--- config.mk ---
export PLATFORM = sky130hd
export DESIGN_NAME = phy_init_seq
export DESIGN_NICKNAME = d
export VERILOG_FILES = /design/src/rtl/phy_init_pkg.sv /design/src/rtl/phy_init_steps.sv /design/src/rtl/phy_init_poll_timer.sv /design/src/rtl/phy_init_seq.sv
export SDC_FILE = /design/constraint.sdc
export NUM_CORES = 1
export LEC_CHECK = 0
export BUFFER_PORTS_ARGS = -buffer_cell sky130_fd_sc_hd__buf_2
export CAP_MARGIN = 10
export CORE_MARGIN = 5
export CORE_UTILIZATION = 45
export CTS_BUF_LIST = sky130_fd_sc_hd__clkbuf_4 sky130_fd_sc_hd__clkbuf_8 sky130_fd_sc_hd__clkbuf_16
export DETAILED_ROUTE_END_ITERATION = 16
export GPL_TIMING_DRIVEN = 0
export HOLD_SLACK_MARGIN = 0.12
export PLACE_DENSITY = 0.64
export SLEW_MARGIN = 20
export SYNTH_ARGS = -nofsm -noshare
export SYNTH_HDL_FRONTEND = slang
export SYNTH_SLANG_ARGS = --single-unit
--- constraint.sdc ---
create_clock -name clk_i -period 3.3 [get_ports clk_i]
set_clock_uncertainty 0.1 [all_clocks]
set_input_delay 0.165 -clock clk_i [delete_from_list [all_inputs] [get_ports clk_i]]
set_output_delay 0.165 -clock clk_i [all_outputs]
set_load 0.03 [all_outputs]
--- src/rtl/phy_init_pkg.sv ---
package phy_init_pkg;
  localparam int unsigned DATA_W  = 16;
  localparam int unsigned RADDR_W = 5;
  localparam int unsigned STEP_W  = 4;

  localparam logic [RADDR_W-1:0] RA_CTRL  = 5'd0;
  localparam logic [RADDR_W-1:0] RA_STAT  = 5'd1;
  localparam logic [RADDR_W-1:0] RA_ADV   = 5'd4;
  localparam logic [RADDR_W-1:0] RA_GIG   = 5'd9;
  localparam logic [RADDR_W-1:0] RA_SPEC  = 5'd17;
  localparam logic [RADDR_W-1:0] RA_IRQ   = 5'd19;
  localparam logic [RADDR_W-1:0] RA_MACC  = 5'd21;
  localparam logic [RADDR_W-1:0] RA_PAGE  = 5'd22;

  // optional clock-delay block occupies steps DLY_FIRST..DLY_LAST
  localparam logic [STEP_W-1:0] DLY_FIRST = 4'd6;
  localparam logic [STEP_W-1:0] DLY_LAST  = 4'd8;

  typedef enum logic [2:0] {
    K_WR, K_RMW, K_POLL0, K_POLL1, K_ERR, K_SPD
  } kind_e;

  typedef struct packed {
    kind_e               kind;
    logic [RADDR_W-1:0]  addr;
    logic [DATA_W-1:0]   val;   // write value, set mask or poll mask
    logic [DATA_W-1:0]   clr;
  } step_t;

  typedef enum logic [2:0] {
    ST_IDLE, ST_RD, ST_WR, ST_DONE, ST_FAIL
  } st_e;
endpackage

--- src/rtl/phy_init_steps.sv ---
module phy_init_steps
  import phy_init_pkg::*;
(
  input  logic [STEP_W-1:0] idx_i,
  output step_t             step_o
);
  always_comb begin
    step_o = '{kind: K_WR, addr: RA_PAGE, val: 16'h0000, clr: 16'h0000};
    case (idx_i)
      4'd0:  step_o = '{kind: K_WR,    addr: RA_PAGE, val: 16'h0000, clr: 16'h0000};
      4'd1:  step_o = '{kind: K_RMW,   addr: RA_ADV,  val: 16'h0DE0, clr: 16'h0000};
      4'd2:  step_o = '{kind: K_RMW,   addr: RA_GIG,  val: 16'h0300, clr: 16'h0000};
      4'd3:  step_o = '{kind: K_RMW,   addr: RA_CTRL, val: 16'h1200, clr: 16'h0000};
      4'd4:  step_o = '{kind: K_RMW,   addr: RA_CTRL, val: 16'h8000, clr: 16'h0000};
      4'd5:  step_o = '{kind: K_POLL0, addr: RA_CTRL, val: 16'h8000, clr: 16'h0000};
      4'd6:  step_o = '{kind: K_WR,    addr: RA_PAGE, val: 16'h0002, clr: 16'h0000};
      4'd7:  step_o = '{kind: K_RMW,   addr: RA_MACC, val: 16'h0020, clr: 16'h0010};
      4'd8:  step_o = '{kind: K_WR,    addr: RA_PAGE, val: 16'h0000, clr: 16'h0000};
      4'd9:  step_o = '{kind: K_POLL1, addr: RA_STAT, val: 16'h0020, clr: 16'h0000};
      4'd10: step_o = '{kind: K_ERR,   addr: RA_IRQ,  val: 16'h8000, clr: 16'h0000};
      4'd11: step_o = '{kind: K_SPD,   addr: RA_SPEC, val: 16'h0800, clr: 16'h0000};
      default: ;
    endcase
  end
endmodule

--- src/rtl/phy_init_poll_timer.sv ---
module phy_init_poll_timer #(
  parameter int unsigned POLL_MAX = 1000
) (
  input  logic clk_i,
  input  logic rst_ni,
  input  logic clr_i,
  input  logic miss_i,
  output logic last_o
);
  localparam int unsigned CW = $clog2(POLL_MAX + 1);

  logic [CW-1:0] cnt_q;

  always_ff @(posedge clk_i or negedge rst_ni) begin
    if (!rst_ni)     cnt_q <= '0;
    else if (clr_i)  cnt_q <= '0;
    else if (miss_i) cnt_q <= cnt_q + 1'b1;
  end

  assign last_o = (cnt_q == CW'(POLL_MAX - 1));

  AST_CNT_BOUND: assert property (@(posedge clk_i) disable iff (!rst_ni)
    cnt_q < CW'(POLL_MAX));
endmodule

--- src/rtl/phy_init_seq.sv ---
module phy_init_seq
  import phy_init_pkg::*;
#(
  parameter logic [4:0]  PHY_ADDR = 5'd1,
  parameter int unsigned POLL_MAX = 1000
) (
  input  logic                clk_i,
  input  logic                rst_ni,
  input  logic                start_i,
  input  logic                tx_dly_en_i,
  output logic                req_o,
  output logic                we_o,
  output logic [4:0]          phy_addr_o,
  output logic [RADDR_W-1:0]  reg_addr_o,
  output logic [DATA_W-1:0]   wdata_o,
  input  logic                ack_i,
  input  logic [DATA_W-1:0]   rdata_i,
  output logic                done_o,
  output logic                error_o,
  output logic                link_up_o,
  output logic [1:0]          speed_o
);
  st_e               state_q;
  logic [STEP_W-1:0] idx_q, nxt_idx, ld_idx;
  logic [DATA_W-1:0] wdata_q;
  logic              txd_q, an_err_q;
  logic [1:0]        speed_q;
  step_t             cur, nxt;

  logic idle_like, go, rd_ack, wr_ack, hit, is_poll, adv, miss, fin, last;

  phy_init_steps u_cur (.idx_i(idx_q),  .step_o(cur));
  phy_init_steps u_nxt (.idx_i(ld_idx), .step_o(nxt));

  phy_init_poll_timer #(.POLL_MAX(POLL_MAX)) u_timer (
    .clk_i, .rst_ni,
    .clr_i (go | adv | fin),
    .miss_i(miss & ~last),
    .last_o(last)
  );

  always_comb begin
    idle_like = (state_q == ST_IDLE) || (state_q == ST_DONE) || (state_q == ST_FAIL);
    go        = idle_like & start_i;
    rd_ack    = (state_q == ST_RD) & ack_i;
    wr_ack    = (state_q == ST_WR) & ack_i;
    case (cur.kind)
      K_POLL0: hit = (rdata_i & cur.val) == '0;
      K_POLL1: hit = (rdata_i & cur.val) == cur.val;
      K_SPD:   hit = rdata_i[11];
      default: hit = 1'b1;
    endcase
    is_poll = (cur.kind == K_POLL0) || (cur.kind == K_POLL1) || (cur.kind == K_SPD);
    adv     = wr_ack | (rd_ack & hit & (cur.kind != K_RMW) & (cur.kind != K_SPD));
    miss    = rd_ack & is_poll & ~hit;
    fin     = rd_ack & (cur.kind == K_SPD) & hit;
    nxt_idx = idx_q + 1'b1;
    if (txd_q && nxt_idx == DLY_FIRST) nxt_idx = DLY_LAST + 1'b1;
    ld_idx  = go ? '0 : nxt_idx;
  end

  always_ff @(posedge clk_i or negedge rst_ni) begin
    if (!rst_ni) begin
      state_q  <= ST_IDLE;
      idx_q    <= '0;
      wdata_q  <= '0;
      txd_q    <= 1'b0;
      an_err_q <= 1'b0;
      speed_q  <= '0;
    end else if (go) begin
      state_q  <= (nxt.kind == K_WR) ? ST_WR : ST_RD;
      idx_q    <= ld_idx;
      wdata_q  <= nxt.val;
      txd_q    <= tx_dly_en_i;
      an_err_q <= 1'b0;
      speed_q  <= '0;
    end else if (adv) begin
      if (rd_ack && cur.kind == K_ERR) an_err_q <= rdata_i[15];
      state_q <= (nxt.kind == K_WR) ? ST_WR : ST_RD;
      idx_q   <= ld_idx;
      wdata_q <= nxt.val;
    end else if (fin) begin
      speed_q <= rdata_i[15:14];
      state_q <= ST_DONE;
    end else if (miss && last) begin
      state_q <= ST_FAIL;
    end else if (rd_ack && cur.kind == K_RMW) begin
      wdata_q <= (rdata_i | cur.val) & ~cur.clr;
      state_q <= ST_WR;
    end
  end

  assign req_o      = (state_q == ST_RD) || (state_q == ST_WR);
  assign we_o       = (state_q == ST_WR);
  assign phy_addr_o = PHY_ADDR;
  assign reg_addr_o = cur.addr;
  assign wdata_o    = wdata_q;
  assign done_o     = (state_q == ST_DONE);
  assign link_up_o  = done_o & ~an_err_q;
  assign error_o    = an_err_q | (state_q == ST_FAIL);
  assign speed_o    = speed_q;

  // page last written over the port, observed from the bus side
  logic [7:0] page_seen_q;
  always_ff @(posedge clk_i or negedge rst_ni) begin
    if (!rst_ni) page_seen_q <= 8'hFF;
    else if (req_o && we_o && ack_i && reg_addr_o == RA_PAGE) page_seen_q <= wdata_o[7:0];
  end

  AST_REQ_HOLD: assert property (@(posedge clk_i) disable iff (!rst_ni)
    req_o && !ack_i |=> req_o && $stable(we_o) && $stable(reg_addr_o) && $stable(wdata_o));
  AST_PAGE2_MACC: assert property (@(posedge clk_i) disable iff (!rst_ni)
    req_o && reg_addr_o == RA_MACC |-> page_seen_q == 8'd2);
  AST_PAGE0_STAT: assert property (@(posedge clk_i) disable iff (!rst_ni)
    req_o && reg_addr_o == RA_STAT |-> page_seen_q == 8'd0);
  AST_DLY_SKIP: assert property (@(posedge clk_i) disable iff (!rst_ni)
    req_o && reg_addr_o == RA_MACC |-> !txd_q);
  AST_DONE_HOLD: assert property (@(posedge clk_i) disable iff (!rst_ni)
    done_o && !start_i |=> done_o && $stable(speed_o));
  AST_FAIL_QUIET: assert property (@(posedge clk_i) disable iff (!rst_ni)
    error_o && !done_o && !req_o && !start_i |=> !req_o && error_o);
  AST_BUSY_START: assert property (@(posedge clk_i) disable iff (!rst_ni)
    req_o && start_i && !ack_i |=> req_o && $stable(reg_addr_o));
endmodule

==> results of run 1 <==
cell usage in the layout, fill, tap and decap left out, types with 2 or more instances in the layout:
cell	Yosys	layout
sky130_fd_sc_hd__a211oi_1	2	2
sky130_fd_sc_hd__nor2_1	34	34
sky130_fd_sc_hd__o21ai_0	28	28
sky130_fd_sc_hd__nand3_1	16	16
sky130_fd_sc_hd__nand4_1	10	10
sky130_fd_sc_hd__nand2_1	43	43
sky130_fd_sc_hd__a21oi_1	29	29
sky130_fd_sc_hd__or3_1	4	4
sky130_fd_sc_hd__buf_2	5	53
sky130_fd_sc_hd__dlygate4sd3_1	0	9
sky130_fd_sc_hd__xor2_1	9	9
sky130_fd_sc_hd__dfrtp_1	37	37
sky130_fd_sc_hd__buf_4	8	8
sky130_fd_sc_hd__nor3_1	9	9
sky130_fd_sc_hd__o31ai_1	2	2
sky130_fd_sc_hd__and3_1	3	3
sky130_fd_sc_hd__inv_1	6	6
sky130_fd_sc_hd__mux2i_1	2	2
sky130_fd_sc_hd__and2_1	2	2
sky130_fd_sc_hd__ha_1	6	6
sky130_fd_sc_hd__clkbuf_8	0	6
sky130_fd_sc_hd__clkbuf_1	7	5
sky130_fd_sc_hd__o2bb2ai_1	2	2
sky130_fd_sc_hd__a21o_1	3	3
sky130_fd_sc_hd__clkbuf_2	0	2
sky130_fd_sc_hd__a31oi_1	2	2
sky130_fd_sc_hd__conb_1	2	5
sky130_fd_sc_hd__o21a_1	2	2
sky130_fd_sc_hd__nand2b_1	8	8
Yosys cell counts, drive strengths merged, types with 2 or more instances:
| library cell | number |
|---|---|
| conb | 2 |
| and3 | 3 |
| nand3 | 17 |
| nand4 | 10 |
| and2 | 2 |
| inv | 7 |
| nand2 | 43 |
| ha | 6 |
| nor3 | 9 |
| nand2b | 8 |
| nor2 | 34 |
| nor4 | 2 |
| o31ai | 2 |
| a31oi | 2 |
| xor2 | 9 |
| clkbuf | 7 |
| a21o | 3 |
| o2bb2ai | 2 |
| a21oi | 29 |
| or3 | 4 |
| mux2i | 2 |
| o21a | 2 |
| dfrtp | 37 |
| buf | 14 |
| o21ai | 30 |
| a211oi | 3 |
worst min-delay path, cell delays in order:
cell and delay [ns]:
sky130_fd_sc_hd__buf_2 0.08, sky130_fd_sc_hd__a21oi_1 0.03, sky130_fd_sc_hd__nand2_1 0.05, sky130_fd_sc_hd__o21ai_0 0.06, sky130_fd_sc_hd__o21ai_0 0.15
worst paths after layout:
path	end	startpoint	slack, ns
min in group asynchronous	txd_q	rst_ni	0.42
max in group asynchronous	state_q[2]	rst_ni	2.15
hold reg to reg	wdata_o[4]	wdata_o[4]	0.41
setup / recovery	wdata_o[15]	idx_q[0]	0.27
setup reg to reg	wdata_o[15]	idx_q[0]	0.27
hold / removal	wdata_o[6]	rdata_i[6]	0.19
power groups by stage:
stage	Combinational [W]	Sequential [W]	Clock [W]
finish	0.00170	0.000630	0.000426
global route	0.00185	0.000647	0.000460
CTS	0.00169	0.000629	0.000436
detailed placement	0.00167	0.000637	0
global placement	0.00166	0.000636	0
floorplan	0.00115	0.000718	0
state kept, by name, summed over array words and instances, names as in the netlist:
register and cells:
wdata_o 16, u_timer.cnt_q 10, idx_q 4, state_q 3, speed_o 2, an_err_q 1
txd_q 1
timing repair:
item,in CTS,in global routing
hold endpoints to repair,47,0
setup endpoints to repair,0,27
hold buffers,9,0
gates resized for setup,0,5
layer usage:
metal | track usage | wire length, µm
met1 | 0.263 | 3020
met2 | 0.312 | 3160
met3 | 0.0494 | 517
met4 | 0.0556 | 72
met5 | 0 | 0
per-stage QoR:
step           cell area, µm²  hold WS (ns)  total power [W]  utilization  setup WS, ns
6_report                 3020         0.186          0.00276        0.558         0.267
5_1_grt                  3020         0.218          0.00296        0.558        0.0281
3_5_place_dp             2800         0.226          0.00231        0.518        0.0411
3_3_place_gp             2800         0.224          0.00230        0.518        0.0756
2_1_floorplan            2470        -0.231          0.00187            -         0.614
4_1_cts                  3010         0.162          0.00275        0.557        0.0316
cell type report:
cell class / instances / area (µm²) / area share
Multi-Input combinational cell: 244 / 1400 / 0.464
Sequential cell: 37 / 926 / 0.307
Timing Repair Buffer: 57 / 330 / 0.109
Buffer: 21 / 125 / 0.0415
Clock buffer: 7 / 90.1 / 0.0299
Tap cell: 72 / 90.1 / 0.0299
Clock inverter: 1 / 30.0 / 0.00995
Inverter: 7 / 26.3 / 0.00871
cell families after synthesis:
kind of cell | after synthesis | share of synthesized area
AO/OA/AOI/OAI | 82 | 0.200
XOR/XNOR | 10 | 0.0356
adder cells (fa/ha/maj) | 6 | 0.0305
buffers and inverters | 28 | 0.0605
flip-flops | 37 | 0.376
multiplexers | 2 | 0.00814
other | 2 | 0.00305
AND/OR/NAND/NOR | 139 | 0.286
==> results.md, run 1 <==
* Result of the run: complete, no violations
* Flip-flop and latch count after synthesis at 37
* Fraction of layout instances using a drive strength above 1 at 0.222
* Logic depth of the worst register-to-register path at 12
* Top cell type's share of synthesized area at 0.376
* Final sum of negative setup slack at 0 ns
* Count of warnings emitted by yosys at 0
* Avg WL per Cell at 15.2 µm
* Count of placed standard cells including taps at 429
* Fraction of synthesis flops using an asynchronous set or reset pin at 1.00
* Count of distinct cell types in the synthesized netlist at 50
* Setup crit start kind: flop
* Crit path cell chain: clkbuf_2 > inv_1 > ha_1 > buf_2 > or2_2 > clkbuf_1 > nor3_1 > nor3_1 > nand2_1 > or3_1 > o21ai_0 > o21ai_0
* Switching power total at 0.00143 W
* Combinational share of power at 0.617
* Master cell of the clock root buffer: sky130_fd_sc_hd__clkbuf_8
* Maximum vdd drop at 0.000475 V
* Starting Density at 0.455
* Sequential element share of the synthesized area at 0.376
* Source-to-sink clock delay at the later pin of the worst-skew pair at 0.29 ns
* Required time at the worst-slack endpoint at 3.38 ns
* Largest net degree at the start of global routing at 38
* Pwr dens at 913 mW/mm²
* Endpoints failing setup at 0
* Count of standard-cell rows at 27
* Post-layout instance count excluding filler cells at 446
* Num CTS Buffers at 5
* CP max stage cell: sky130_fd_sc_hd__dfrtp_1
* Area contributors post-synth: sky130_fd_sc_hd__dfrtp_1, sky130_fd_sc_hd__nand2_1, sky130_fd_sc_hd__a21oi_1
* Final critical path time including I/O delays and setup at 3.03 ns
* Slew of the pin with the lowest slew margin at 0.858 ns
* Via density per instance at 5.39
* Fill cell instance count of the final layout at 529
* Number of global-route vias before repair at 2296
* Via Count at 2406
* Final antenna diode count at 0
* Count of buffers added by post-CTS timing repair for setup at 0
* Initial drt markers at 127
* Clock tree from TritonCTS: built
* Leak pwr at 1.40 nW
* Full die area at 0.00705 mm²
* All-Layer GR Usage at 0.196
* Buf/Inv on CP at 4
* H-tree level count at 2
* Post-route DRC violation count at 0
* Nets at 400
* Critical path depth at 12
* Longest individual stage delay on the worst path at 0.43 ns
* Wire length of the first global-routing pass at 11200 µm
* Worst slew slack as a fraction of its limit at 0.428
* Kind of capture point of the worst setup path: flop
* Area leader, netlist: sky130_fd_sc_hd__dfrtp_1
* Count of port buffers added during placement at 48
* Global placer's final weighted congestion at 0.928
* Area of the core region at 0.00541 mm²
* Family of cells with the greatest summed delay on the critical path: simple AND/OR/NAND/NOR gates
* Initial antenna violation count at 0
* Boundary pin count at 54
* Clk network pwr share at 0.155
* Relative contribution of sequential cells to total power at 0.229
* Maximum fanout along the worst path at 10
* Number of cells produced by synthesis at 306
* P&R area growth vs syn at 22.7%
* Combined area of all synthesized cells at 0.00246 mm²
* Fmax at 0.330 GHz
* DRT Pass-1 Iters at 5
* Maximum root-to-sink buffer count at 2
* Post-DP HPWL at 4890 µm
* Detailed Route WL at 6770 µm
* Hold crit path type: input pin to flop
* CTS clock-pin slew for the worst setup and hold paths at 0.08 ns
* Switching power as a share of total power at 0.518
* GR Overflow Total at 0
* Number of cells on the worst hold path at 5
* Unrepaired setup endpoints after global routing: no
* Design internal power at 0.00133 W
* Share of the clock period used by the worst path after layout at 0.919
* Vertical die dimension at 83.9 µm
* Clock sink total at 37
* Final Hold Fails at 0
* Die X at 83.9 µm
* Number of violations of the max-capacitance limit at 0
* Worst endpoint data arrival time at 3.11 ns
* Number of max-slew violations in the final report at 0
* Antenna Nets Post-Route at 0
* Most used DFF post-synth: sky130_fd_sc_hd__dfrtp_1
* Number of synthesized flops with an enable pin at 0
* Synthesized area per cell at 8.04 µm²
* Kind of critical path: flop to flop
No activity file was read; power rests on OpenSTA's default activity.
==> run 2: changes to the inputs <==
Settings changed: CORE_UTILIZATION 45 to 51, CTS_BUF_LIST sky130_fd_sc_hd__clkbuf_4 sky130_fd_sc_hd__clkbuf_8 sky130_fd_sc_hd__clkbuf_16 to sky130_fd_sc_hd__clkbuf_8, PLACE_DENSITY 0.64 to 0.72.
==> run 2 against run 1 <==
Net effect:
- hold slack got worse by 0.014 ns
- sequential share of layout area is 0.43 points higher
- global-route usage increased by 2.2 points
- cell count down 4.5%
- sequential power about the same
- count of clock-buffer cells in the layout decreased by 2
- power fell by 1.7%
- critical path type unchanged
==> results.md, run 2 (same netlist as run 1, synthesis figures left out) <==
* Result of the run: complete, no violations
* Pwr dens at 910 mW/mm² (-0.32%)
* Most frequent cells in the layout: sky130_fd_sc_hd__buf_2, sky130_fd_sc_hd__nand2_1, sky130_fd_sc_hd__dfrtp_1, sky130_fd_sc_hd__nor2_1, sky130_fd_sc_hd__a21oi_1
* Final critical path time including I/O delays and setup at 3.06 ns (+0.0222 ns)
* Maximum root-to-sink buffer count at 2 (unchanged)
* Setup crit start kind: flop
* Post-DP HPWL at 4810 µm (-1.6%)
* Clock tree from TritonCTS: built
* Slew of the pin with the lowest slew margin at 0.865 ns (+0.00661 ns)
* Area of the core region at 0.00469 mm² (-13%)
* Worst endpoint data arrival time at 3.16 ns (+0.05 ns)
* Hold crit path type: input pin to flop
* CTS clock-pin slew for the worst setup and hold paths at 0.07 ns (about the same)
* Largest register FFs at 16 (unchanged)
* Global placer's final weighted congestion at 0.919 (-0.94%)
* Required time at the worst-slack endpoint at 3.40 ns (+0.02 ns)
* Final sum of negative setup slack at 0 ns (unchanged)
* Antenna Nets Post-Route at 0 (unchanged)
* Source-to-sink clock delay at the later pin of the worst-skew pair at 0.29 ns (about the same)
* Final antenna diode count at 0 (unchanged)
* Starting Density at 0.524 (+0.0692)
* Number of max-slew violations in the final report at 0 (unchanged)
* Endpoints failing setup at 0 (unchanged)
* Maximum vdd drop at 0.000364 V (-23%)
* Count of port buffers added during placement at 48 (unchanged)
* Count of buffers added by post-CTS timing repair for setup at 0 (unchanged)
* Die X at 79.5 µm (-5.3%)
* Final Hold Fails at 0 (unchanged)
* Via density per instance at 5.67 (+5.2%)
* Worst slew slack as a fraction of its limit at 0.423 (-0.00440)
* Most frequent standard cell in the layout excluding fill and tap cells: sky130_fd_sc_hd__buf_2
* Avg WL per Cell at 15.5 µm (+2.1%)
* Clk network pwr share at 0.141 (-0.014)
* Full die area at 0.00631 mm² (-10%)
* Fill cell instance count of the final layout at 429 (-19%)
* Kind of critical path: flop to flop
* Detailed Route WL at 6610 µm (-2.5%)
* Count of standard-cell rows at 25 (-7.4%)
* Maximum fanout along the worst path at 10 (unchanged)
* Unrepaired setup endpoints after global routing: no
* Via Count at 2417 (+0.46%)
* Number of global-route vias before repair at 2370 (+3.2%)
* Fraction of layout instances using a drive strength above 1 at 0.220 (-0.00150)
* Kind of capture point of the worst setup path: flop
* Clock sink total at 37 (unchanged)
* Fmax at 0.327 GHz (-0.73%)
* Initial drt markers at 142 (+12%)
* H-tree level count at 2 (unchanged)
* Share of the clock period used by the worst path after layout at 0.926 (+0.00672)
* P&R area growth vs syn at 21.0%
* Wire length of the first global-routing pass at 10900 µm (-2.0%)
* Switching power total at 0.00142 W (-0.79%)
* Leak pwr at 1.39 nW (-0.63%)
* Design internal power at 0.00129 W (-2.6%)
* Final core utilization at 0.634 (+0.0761)
* Vertical die dimension at 79.5 µm (-5.3%)
* DRT Pass-1 Iters at 5 (unchanged)
* All-Layer GR Usage at 0.218 (+0.0221)
* Largest net degree at the start of global routing at 38 (unchanged)
* Nets at 399 (-0.25%)
* Master cell of the clock root buffer: sky130_fd_sc_hd__clkbuf_8
* Num CTS Buffers at 5 (unchanged)
* Initial antenna violation count at 0 (unchanged)
* GR Overflow Total at 0 (unchanged)
* Combinational share of power at 0.627 (+0.010)
* Relative contribution of sequential cells to total power at 0.233 (+0.004)
* Number of violations of the max-capacitance limit at 0 (unchanged)
* Switching power as a share of total power at 0.523 (+0.00471)
* Post-route DRC violation count at 0 (unchanged)
* Boundary pin count at 54 (unchanged)
## run 2: cell type report
cell class | instances | area (µm²) | area share
repair buffers | 57 | 330 | 0.111
multi-input cells | 244 | 1400 | 0.471
plain buffers | 20 | 121 | 0.0408
well taps | 54 | 67.6 | 0.0227
inverters | 7 | 26.3 | 0.00883
clock inverters | 2 | 35.0 | 0.0118
flip-flops and latches | 37 | 926 | 0.311
clock buffers | 5 | 68.8 | 0.0231
## run 2: critical path, cell delays in order, from the launching register on
cell and delay, ns:
sky130_fd_sc_hd__dfrtp_1 0.42, sky130_fd_sc_hd__clkbuf_2 0.25, sky130_fd_sc_hd__inv_1 0.09, sky130_fd_sc_hd__ha_1 0.23
sky130_fd_sc_hd__buf_2 0.19, sky130_fd_sc_hd__nor2_1 0.14, sky130_fd_sc_hd__a2bb2oi_1 0.09, sky130_fd_sc_hd__nor4_2 0.39
sky130_fd_sc_hd__a211oi_4 0.16, sky130_fd_sc_hd__o21ai_1 0.39, sky130_fd_sc_hd__buf_2 0.33, sky130_fd_sc_hd__nand3_1 0.10
sky130_fd_sc_hd__o21ai_0 0.09
## run 2: worst paths after layout
check                      startpoint     endpoint  slack, ns  cells past startpoint
min in group asynchronous      rst_ni     idx_q[0]       0.43                      2
hold reg to reg            wdata_o[4]   wdata_o[4]       0.42                      2
hold / removal             rdata_i[9]   wdata_o[9]       0.17                      5
setup / recovery             idx_q[0]   wdata_o[8]       0.24                     12
max in group asynchronous      rst_ni  wdata_o[10]       2.12                      2
setup reg to reg             idx_q[0]   wdata_o[8]       0.24                     12
## run 2: metal layers
layer  GRT usage  up-vias  wire, µm
li1            -     1192         -
met1       0.292     1132      3060
met5           0        -         0
met3      0.0395        9       455
met4      0.0567        0        70
met2       0.362       84      3020
## run 2: timing repair
| action | in CTS | in global routing |
|---|---|---|
| endpoints found under the hold margin | 47 | 0 |
| gates resized for setup | 0 | 5 |
| setup endpoints to repair | 0 | 29 |
| hold buffers | 9 | 0 |
## run 2: per-stage QoR
stage	cell area [µm²]	setup slack, ns	hold WS (ns)	total power, W	instances
2_1_floorplan	2470	0.614	-0.231	0.00187	309
3_3_place_gp	2780	0.0727	0.207	0.00228	411
3_5_place_dp	2780	0.0636	0.227	0.00230	411
4_1_cts	2970	0.0234	0.161	0.00270	427
5_1_grt	2980	0.0185	0.216	0.00290	426
6_report	2980	0.244	0.172	0.00271	426
## run 2: power by group through the flow
stage               Clock (W)  Sequential [W]  Combinational, W
detailed placement          0        0.000639           0.00166
floorplan                   0        0.000718           0.00115
CTS                  0.000391        0.000631           0.00168
finish               0.000381        0.000631           0.00170
global route         0.000409        0.000644           0.00185
global placement            0        0.000635           0.00165
==> run 3: changes to the inputs <==
Settings changed: CORE_MARGIN 5 to not set, CORE_UTILIZATION 51 to 56, PLACE_DENSITY 0.72 to 0.91.
==> run 3 against run 2 <==
Net effect:
- utilization rose by 9.1 points
- combinational power about the same
- fmax fell by 0.70%
==> results.md, run 3 (same netlist as run 1, synthesis figures left out) <==
* Number of max-slew violations in the final report at 0 (unchanged)
* Hold crit path type: input pin to flop
* Detailed Route WL at 6690 µm (+1.3%)
* Master cell of the clock root buffer: sky130_fd_sc_hd__clkbuf_8
* Global placer's final weighted congestion at 0.984 (+7.0%)
* Full die area at 0.00466 mm² (-26%)
* Clock tree from TritonCTS: built
* Worst endpoint data arrival time at 3.14 ns (-0.02 ns)
* Via density per instance at 5.99 (+5.5%)
* Count of buffers added by post-CTS timing repair for setup at 0 (unchanged)
* Vertical die dimension at 68.3 µm (-14%)
* Number of cells on the worst hold path at 5 (unchanged)
* Final sum of negative setup slack at 0 ns (unchanged)
* Count of standard-cell rows at 23 (-8.0%)
* Kind of critical path: flop to flop
* Fraction of layout instances using a drive strength above 1 at 0.219 (-0.00118)
* Initial drt markers at 317 (+120%)
* Avg WL per Cell at 15.8 µm (+1.8%)
* Antenna Nets Post-Route at 0 (unchanged)
* Fill cell instance count of the final layout at 303 (-29%)
* Number of global-route vias before repair at 2187 (-7.7%)
* P&R area growth vs syn at 21.3%
* Slew of the pin with the lowest slew margin at 0.826 ns (-0.0391 ns)
* Boundary pin count at 54 (unchanged)
* Fmax at 0.325 GHz (-0.70%)
* Num CTS Buffers at 5 (unchanged)
* Worst slew slack as a fraction of its limit at 0.450 (+0.0261)
* Final core utilization at 0.725 (+0.0907)
* Maximum vdd drop at 0.000579 V (+59%)
* Most frequent standard cell in the layout excluding fill and tap cells: sky130_fd_sc_hd__buf_2
* Unrepaired setup endpoints after global routing: no
* Post-route DRC violation count at 0 (unchanged)
* Area of the core region at 0.00412 mm² (-12%)
* Result of the run: complete, no violations
* Starting Density at 0.598 (+0.0735)
* Most frequent cells in the layout: sky130_fd_sc_hd__buf_2, sky130_fd_sc_hd__nand2_1, sky130_fd_sc_hd__dfrtp_1, sky130_fd_sc_hd__nor2_1, sky130_fd_sc_hd__a21oi_1
* All-Layer GR Usage at 0.305 (+0.0875)
* Maximum fanout along the worst path at 10 (unchanged)
* R2R setup slack at 0.22 ns (-0.02 ns)
* Leak pwr at 1.39 nW (-0.13%)
* Share of the clock period used by the worst path after layout at 0.932 (+0.00655)
* Final critical path time including I/O delays and setup at 3.08 ns (+0.0216 ns)
* Largest register FFs at 16 (unchanged)
* Largest net degree at the start of global routing at 38 (unchanged)
* Area after DPL at 0.00277 mm² (-0.18%)
* Kind of capture point of the worst setup path: flop
* Endpoints failing setup at 0 (unchanged)
* Logic depth of the worst register-to-register path at 12 (unchanged)
* Clock sink total at 37 (unchanged)
* Number of violations of the max-capacitance limit at 0 (unchanged)
* GR Overflow Total at 0 (unchanged)
* DRT Pass-1 Iters at 6 (+1)
* Required time at the worst-slack endpoint at 3.36 ns (-0.04 ns)
* Hold slack at 0.156 ns (-0.0156 ns)
* Count of port buffers added during placement at 48 (unchanged)
* CTS clock-pin slew for the worst setup and hold paths at 0.09 ns (+0.02 ns)
* Nets at 400 (+0.25%)
* Setup crit start kind: flop
* Initial antenna violation count at 0 (unchanged)
* Post-DP HPWL at 4620 µm (-4.0%)
* Pwr dens at 924 mW/mm² (+1.6%)
* Final Hold Fails at 0 (unchanged)
* Die X at 68.3 µm (-14%)
* Via Count at 2539 (+5.0%)
* H-tree level count at 2 (unchanged)
* Maximum root-to-sink buffer count at 2 (unchanged)
* Source-to-sink clock delay at the later pin of the worst-skew pair at 0.31 ns (+0.02 ns)
* Finished Cell Area at 0.00298 mm² (+0.25%)
* Final antenna diode count at 0 (unchanged)
* Wire length of the first global-routing pass at 10400 µm (-4.5%)
==> run 3: critical path, stage by stage (launching register included) <==
cell and delay [ns]:
sky130_fd_sc_hd__dfrtp_1 0.44, sky130_fd_sc_hd__clkbuf_2 0.21, sky130_fd_sc_hd__inv_1 0.11, sky130_fd_sc_hd__ha_1 0.19, sky130_fd_sc_hd__buf_2 0.23, sky130_fd_sc_hd__or2_2 0.14
sky130_fd_sc_hd__clkbuf_1 0.27, sky130_fd_sc_hd__nor3_1 0.14, sky130_fd_sc_hd__nor3_1 0.24, sky130_fd_sc_hd__nand2_1 0.24, sky130_fd_sc_hd__or3_1 0.43, sky130_fd_sc_hd__o21ai_0 0.09
sky130_fd_sc_hd__o21ai_0 0.11
==> run 3: repair_timing <==
item / 4_1_cts / 5_1_grt
resized for setup: 0 / 4
endpoints found under the setup margin: 0 / 30
endpoints found under the hold margin: 47 / 0
hold buffers: 9 / 0
==> run 3: path summary, 6_finish.rpt <==
| path | start | endpoint |
|---|---|---|
| worst min register to register | wdata_o[3] | wdata_o[3] |
| worst max register to register | idx_q[0] | wdata_o[8] |
| worst min-delay path | rdata_i[12] | wdata_o[12] |
| min in group asynchronous | rst_ni | wdata_o[4] |
| max in group asynchronous | rst_ni | speed_o[0] |
| worst max-delay path | idx_q[0] | wdata_o[8] |
==> run 3: power breakdown <==
group	switching [W]	internal, W
Sequential	0.0000873	0.000548
Combinational	0.00118	0.000524
Clock	0.000190	0.000226
==> run 3: final cells by class <==
class	count	area (µm²)	area share
clock inverters	3	46.3	0.0155
multi-input cells	244	1400	0.469
inverters	7	26.3	0.00881
repair buffers	57	330	0.111
plain buffers	21	124	0.0415
well taps	50	62.6	0.0210
clock buffers	5	68.8	0.0231
flip-flops and latches	37	926	0.310
==> run 3: metrics by stage <==
stage	cells	power [W]	setup WS, ns
2_1_floorplan	309	0.00187	0.614
3_3_place_gp	407	0.00224	0.151
3_5_place_dp	407	0.00228	0.107
4_1_cts	424	0.00270	0.104
5_1_grt	424	0.00292	0.00411
6_report	424	0.00276	0.223
==> run 3: metal layers <==
metal  global-route usage  part of all wire
met2                0.478              0.45
met1                0.403              0.43
met3               0.0667              0.10
met4                0.130             0.022
met5                    0                 0
